--- src/rtl/audio_tx_pkg.sv ---
package audio_tx_pkg;
  typedef struct packed {
    logic nodelay;
    logic compress;
    logic burst;
    logic mute;
    logic pad;
  } atx_cfg_t;

  function automatic logic burst_active(atx_cfg_t c);
    return c.compress & c.burst;
  endfunction
endpackage

--- src/rtl/atx_slot_timer.sv ---
module atx_slot_timer #(
  parameter int SLOT_BITS = 16,
  parameter int POS_W     = $clog2(SLOT_BITS)
) (
  input  logic             clk,
  input  logic             rst_n,
  input  logic             strobe,
  input  logic             no_delay,
  output logic             ws,
  output logic [POS_W-1:0] pos_nxt,
  output logic             slot_open
);
  localparam logic [POS_W-1:0] LAST = POS_W'(SLOT_BITS - 1);

  logic [POS_W-1:0] cnt, cnt_nxt;

  always_comb begin
    cnt_nxt = (cnt == LAST) ? '0 : cnt + 1'b1;
    if (no_delay) pos_nxt = cnt_nxt;
    else          pos_nxt = (cnt_nxt == '0) ? LAST : cnt_nxt - 1'b1;
    slot_open = strobe && (pos_nxt == '0);
  end

  always_ff @(posedge clk) begin
    if (!rst_n) begin
      cnt <= LAST;
      ws  <= 1'b1;
    end else if (strobe) begin
      cnt <= cnt_nxt;
      if (cnt_nxt == '0) ws <= ~ws;
    end
  end


  ws_steady_chk: assert property (@(posedge clk) disable iff (!rst_n)
    !$past(strobe) |-> $stable(ws));
endmodule

--- src/rtl/atx_sample_hold.sv ---
module atx_sample_hold #(
  parameter int SAMPLE_W = 16
) (
  input  logic                clk,
  input  logic                rst_n,
  input  logic                slot_open,
  input  logic                in_valid,
  input  logic [SAMPLE_W-1:0] in_data,
  output logic                in_ready,
  output logic                eff_has,
  output logic [SAMPLE_W-1:0] eff_word,
  output logic                underflow
);
  logic                has;
  logic [SAMPLE_W-1:0] word;

  always_comb begin
    in_ready = slot_open;
    eff_has  = slot_open ? in_valid : has;
    eff_word = slot_open ? in_data  : word;
  end

  always_ff @(posedge clk) begin
    if (!rst_n) begin
      has       <= 1'b0;
      word      <= '0;
      underflow <= 1'b0;
    end else if (slot_open) begin
      has       <= in_valid;
      word      <= in_data;
      underflow <= ~in_valid;
    end
  end


  underflow_hold_chk: assert property (@(posedge clk) disable iff (!rst_n)
    !$past(slot_open) |-> $stable(underflow));
endmodule

--- src/rtl/atx_bit_picker.sv ---
module atx_bit_picker
  import audio_tx_pkg::*;
#(
  parameter int SAMPLE_W = 16,
  parameter int POS_W    = 4,
  parameter int LEN_W    = 5
) (
  input  logic                clk,
  input  logic                rst_n,
  input  logic                strobe,
  input  atx_cfg_t            cfg,
  input  logic [LEN_W-1:0]    wlen,
  input  logic [POS_W-1:0]    pos,
  input  logic                eff_has,
  input  logic [SAMPLE_W-1:0] eff_word,
  output logic                ser_data,
  output logic                sck_en
);
  localparam int CW    = POS_W + 1;
  localparam int SEL_W = (SAMPLE_W > 1) ? $clog2(SAMPLE_W) : 1;

  logic [CW-1:0] wl, p, idx;
  logic          in_word, bit_val, gate_ok;

  always_comb begin
    wl      = CW'(wlen);
    p       = CW'(pos);
    idx     = wl - p - 1'b1;
    in_word = eff_has && (p < wl);
    bit_val = in_word ? eff_word[idx[SEL_W-1:0]] : cfg.pad;
    gate_ok = !burst_active(cfg) || in_word;
  end

  always_ff @(posedge clk) begin
    if (!rst_n) begin
      ser_data <= 1'b0;
      sck_en   <= 1'b0;
    end else begin
      sck_en <= strobe && gate_ok;
      if (strobe) ser_data <= bit_val && !cfg.mute;
    end
  end


  mute_low_chk: assert property (@(posedge clk) disable iff (!rst_n)
    ($past(cfg.mute) && $past(strobe)) |-> !ser_data);

  sck_pulse_chk: assert property (@(posedge clk) disable iff (!rst_n)
    sck_en |-> $past(strobe));
endmodule

--- src/rtl/audio_tx_serializer.sv ---
module audio_tx_serializer
  import audio_tx_pkg::*;
#(
  parameter int SAMPLE_W  = 16,
  parameter int SLOT_BITS = 16,
  parameter int LEN_W     = $clog2(SAMPLE_W + 1)
) (
  input  logic                clk,
  input  logic                rst_n,
  input  logic                bclk_en,
  input  logic                s_valid,
  input  logic [SAMPLE_W-1:0] s_data,
  output logic                s_ready,
  input  logic                cfg_nodelay,
  input  logic                cfg_compress,
  input  logic                cfg_burst,
  input  logic                cfg_mute,
  input  logic                cfg_pad,
  input  logic [LEN_W-1:0]    cfg_wlen,
  output logic                ser_data,
  output logic                ser_ws,
  output logic                sck_en,
  output logic                underflow
);
  localparam int POS_W = $clog2(SLOT_BITS);

  atx_cfg_t            cfg;
  logic [POS_W-1:0]    pos_nxt;
  logic                slot_open, eff_has;
  logic [SAMPLE_W-1:0] eff_word;

  assign cfg = '{nodelay: cfg_nodelay, compress: cfg_compress, burst: cfg_burst,
                 mute: cfg_mute, pad: cfg_pad};

  atx_slot_timer #(.SLOT_BITS(SLOT_BITS), .POS_W(POS_W)) u_timer (
    .clk(clk), .rst_n(rst_n), .strobe(bclk_en), .no_delay(cfg_nodelay),
    .ws(ser_ws), .pos_nxt(pos_nxt), .slot_open(slot_open));

  atx_sample_hold #(.SAMPLE_W(SAMPLE_W)) u_hold (
    .clk(clk), .rst_n(rst_n), .slot_open(slot_open), .in_valid(s_valid),
    .in_data(s_data), .in_ready(s_ready), .eff_has(eff_has),
    .eff_word(eff_word), .underflow(underflow));

  atx_bit_picker #(.SAMPLE_W(SAMPLE_W), .POS_W(POS_W), .LEN_W(LEN_W)) u_pick (
    .clk(clk), .rst_n(rst_n), .strobe(bclk_en), .cfg(cfg), .wlen(cfg_wlen),
    .pos(pos_nxt), .eff_has(eff_has), .eff_word(eff_word),
    .ser_data(ser_data), .sck_en(sck_en));


  cfg_legal_chk: assert property (@(posedge clk) disable iff (!rst_n)
    cfg_compress |-> cfg_nodelay);

  ready_on_strobe_chk: assert property (@(posedge clk) disable iff (!rst_n)
    s_ready |-> bclk_en);

  burst_starve_chk: assert property (@(posedge clk) disable iff (!rst_n)
    $past(cfg_compress && cfg_burst && s_ready && !s_valid) |-> !sck_en);
endmodule

--- config.mk ---
export PLATFORM = sky130hd
export DESIGN_NAME = audio_tx_serializer
export DESIGN_NICKNAME = d
export VERILOG_FILES = /design/src/rtl/audio_tx_pkg.sv /design/src/rtl/atx_slot_timer.sv /design/src/rtl/atx_sample_hold.sv /design/src/rtl/atx_bit_picker.sv /design/src/rtl/audio_tx_serializer.sv
export SDC_FILE = /design/constraint.sdc
export NUM_CORES = 1
export LEC_CHECK = 0
export ABC_CLOCK_PERIOD_IN_PS = 3500
export CORE_MARGIN = 1
export CORE_UTILIZATION = 47
export CTS_BUF_LIST = sky130_fd_sc_hd__clkbuf_8
export CTS_CLUSTER_SIZE = 12
export DETAILED_ROUTE_END_ITERATION = 10
export PLACE_DENSITY = 0.78
export SLEW_MARGIN = 20
export SYNTH_ARGS = -nofsm -noshare
export SYNTH_HDL_FRONTEND = slang
export SYNTH_HIERARCHICAL = 1
export SYNTH_SLANG_ARGS = --single-unit
--- constraint.sdc ---
create_clock -name clk -period 3.5 [get_ports clk]
set_input_delay 0.7 -clock clk [delete_from_list [all_inputs] [get_ports clk]]
set_output_delay 0.7 -clock clk [all_outputs]
set_load 0.01 [all_outputs]
==> results.md <==
- Status: finished, final reports clean
- CTS tree: done
- EDFF count, synth: 0
- Clock sinks: 25
- Hold path cells: 2
- Fin. Hold Viols: 0
- Layout cells sized above 1: 21.1%
- Worst setup margin: about 0.14 ns
- Area Growth Syn to Fin: 29.1%
- Routing usage on met1: 23.1%
- Final estimated routing congestion in global placement: 0.959
- Worst-margin pin slew: 0.713 ns
- Slowest CP cell: mux4_1
- Critical Path Most Common Cell: a211o_1
- Cts repair resizes: 0
- Layout fillers: 256
- #FFs+latches synth: 25
- Area contributors post-synth: dfxtp_1 32%, mux2_4 7.6%, mux4_1 6.6%
- Prevailing post-synth register cell: dfxtp_1
- DRT antenna net count: 0
- TritonRoute pass-1 iters: 4
- Core area: around 3100 um2
- Tot Pwr: ~810 uW
- PwrDens: 396 nW/um2
- Initial antenna violation count: 0
- Max-Cap Viols: 0
- Most frequent cell after synthesis: dfxtp_1
- Die Height: 60.1 um
- Hold Slack: 0.511 ns
- Grt met3 use: 2.38%
- Peak VDD IR: about 220 uV
- Row count: 20
- Via density: 5.31
- Yosys warning total: 6
- Fin util: 65.4%
- Period utilization: 96.1%
- Crit end category: flip-flop
- Max-slew headroom: 52.3%
- Worst setup SP type: flip-flop
- Clk_lat worst skew: 0.27 ns
- Post-Syn Nets: 187
- Clk_skew: approximately 0.0037 ns
- Met2 usage: 31.4%
- DR vias: 1216
- Most used routing layer: met2
- WP depth: 13
- Root Driver: clkbuf_8
- Distinct cells, synth: 42
- Nets: around 230
- Async SR Flop Fraction: 0%
- Setup violators final: 0
- Post-synthesis sequential area ratio: 31.6%
- Synthesized instance count: around 150
- Port Buffers: 34
- Final Max Tran Viols: 0
- First-pass GRT wire length: 4950 um
- Routed WL: 3160 um
- Total CTS buffers: 3
- Clk buf depth: 2
- Synth Cell Area: 1580 um2
- Tot GR Track Use: 18.6%
- Synth top area share: between 30% and 40%
- Grt ovf: 0
- Crit-path leading delay family: multiplexers
- Fin Setup TNS: 0 ns
- Syn avg cell area: around 11 um2
- CP Cell Sequence: ha_1 > or3b_1 > a211o_1 > xnor2_2 > o2111a_2 > buf_12 > mux2_2 > mux4_1 > nand2_1 > a211o_1 > nand3_1 > mux2i_1 > o31ai_2
- DRC violations left: 0
- Synth area leader: dfxtp_1
- Critical path arrival: 3.53 ns
- HPWL after DPL: 2320 um
- Hold_buf cts: 0
- Crit path buf inv count: 1
- WP data required: 3.67 ns
- Ant. Diodes: 0
- FF-to-FF path depth: 13
- Max incr delay on CP: 0.50 ns
- Leak pwr: a little over 0.9 nW
- Tmin final: 3.36 ns
- Number of H-tree levels: 1
- Achievable Freq: 297 MHz
- Iter 0 DRT Violations: 54
- Min-delay worst type: reg -> reg
- Post-synth top cells: 25 x dfxtp_1, 15 x and2_1, 10 x inv_1, 10 x nand2_1, 9 x mux2_2
- Vias in the first global route: about 1100
- Routed wire per std cell: approximately 14 um
- CP max FO: 10
- I/O pin count: 35
- Largest net degree at the start of global routing: 26
- Setup fix buffers added after clock tree synthesis: 0
- Die ar.: approximately 3600 um2
- Chip width: 60.1 um
- Dpl ws: -0.000141 ns
- Kind of critical path: reg -> reg
- Clock transition at the registers of the reported paths: 0.09 ns
- Setup repair after global routing missed its margin: no
- Initial Utilization: 50.6%
layer usage:
metal / up-vias / part of all wire (%)
met3: 9 / 3.1
met5: - / 0
li1: 595 / -
met4: 0 / 3.1
met2: 29 / 48
met1: 583 / 46
power breakdown:
| part | internal [mW] | total, mW | switching [mW] |
|---|---|---|---|
| Combinational | 0.174 | 0.320 | 0.147 |
| Sequential | 0.303 | 0.317 | 0.0139 |
| Clock | 0.0798 | 0.174 | 0.0938 |
tightest hold or removal path: cells and delay by family, from the launching register on:
kind,cells,cell delay (ns)
flops,1,0.32
simple gates,1,0.09
compound gates,1,0.06
cell usage in the layout, fill, tap and decap left out, drive strengths merged, types with 4 or more instances in the layout:
cell,count
a21oi,4
and2,17
buf,5
clkbuf,4
clkdlybuf4s50,33
dfxtp,25
ha,8
inv,10
mux2,17
mux4,4
nand2,10
nor2,5
o21ai,5
xnor2,5
final cells by class:
cell class	instances	area, um2	share of cell area (%)
Clock buffer	3	41.3	2.02
Clock inverter	1	5.00	0.245
Inverter	10	37.5	1.84
Multi-Input combinational cell	106	986	48.2
Sequential cell	25	502	24.5
Tap cell	44	55.1	2.69
Timing Repair Buffer	40	418	20.4
registers in the layout (all words and copies together) (netlist names):
name / flops
u_pick/ser_data: 1
u_hold/word: 16
u_timer/ws: 1
u_hold/underflow: 1
u_hold/has: 1
u_timer/cnt: 4
u_pick/sck_en: 1
cell families (layout without fill, tap and decap cells):
family	Yosys count	count (layout)	synth area share (%)
xor+xnor	6	6	3.32
buf+inv	17	54	6.71
simple gates	44	44	16.1
flops	25	25	31.6
mux	24	24	22.5
compound gates	23	23	12.2
fa+ha+maj	9	9	7.58
path summary, 6_finish.rpt:
check / start / end / slack, ns
min: u_pick/ser_data / u_pick/ser_data / 0.51
min reg2reg: u_pick/ser_data / u_pick/ser_data / 0.51
max reg2reg: u_timer/cnt[0] / u_pick/ser_data / 0.14
max: u_timer/cnt[0] / u_pick/ser_data / 0.14
stage by stage:
| step | instance area, um2 | std cells |
|---|---|---|
| after floorplan | 1580 | 148 |
| after global placement | 1960 | 224 |
| after detailed placement | 1960 | 224 |
| after CTS | 2010 | 228 |
| after global routing | 2040 | 229 |
| final | 2040 | 229 |
(Power assumes the default switching activity.)
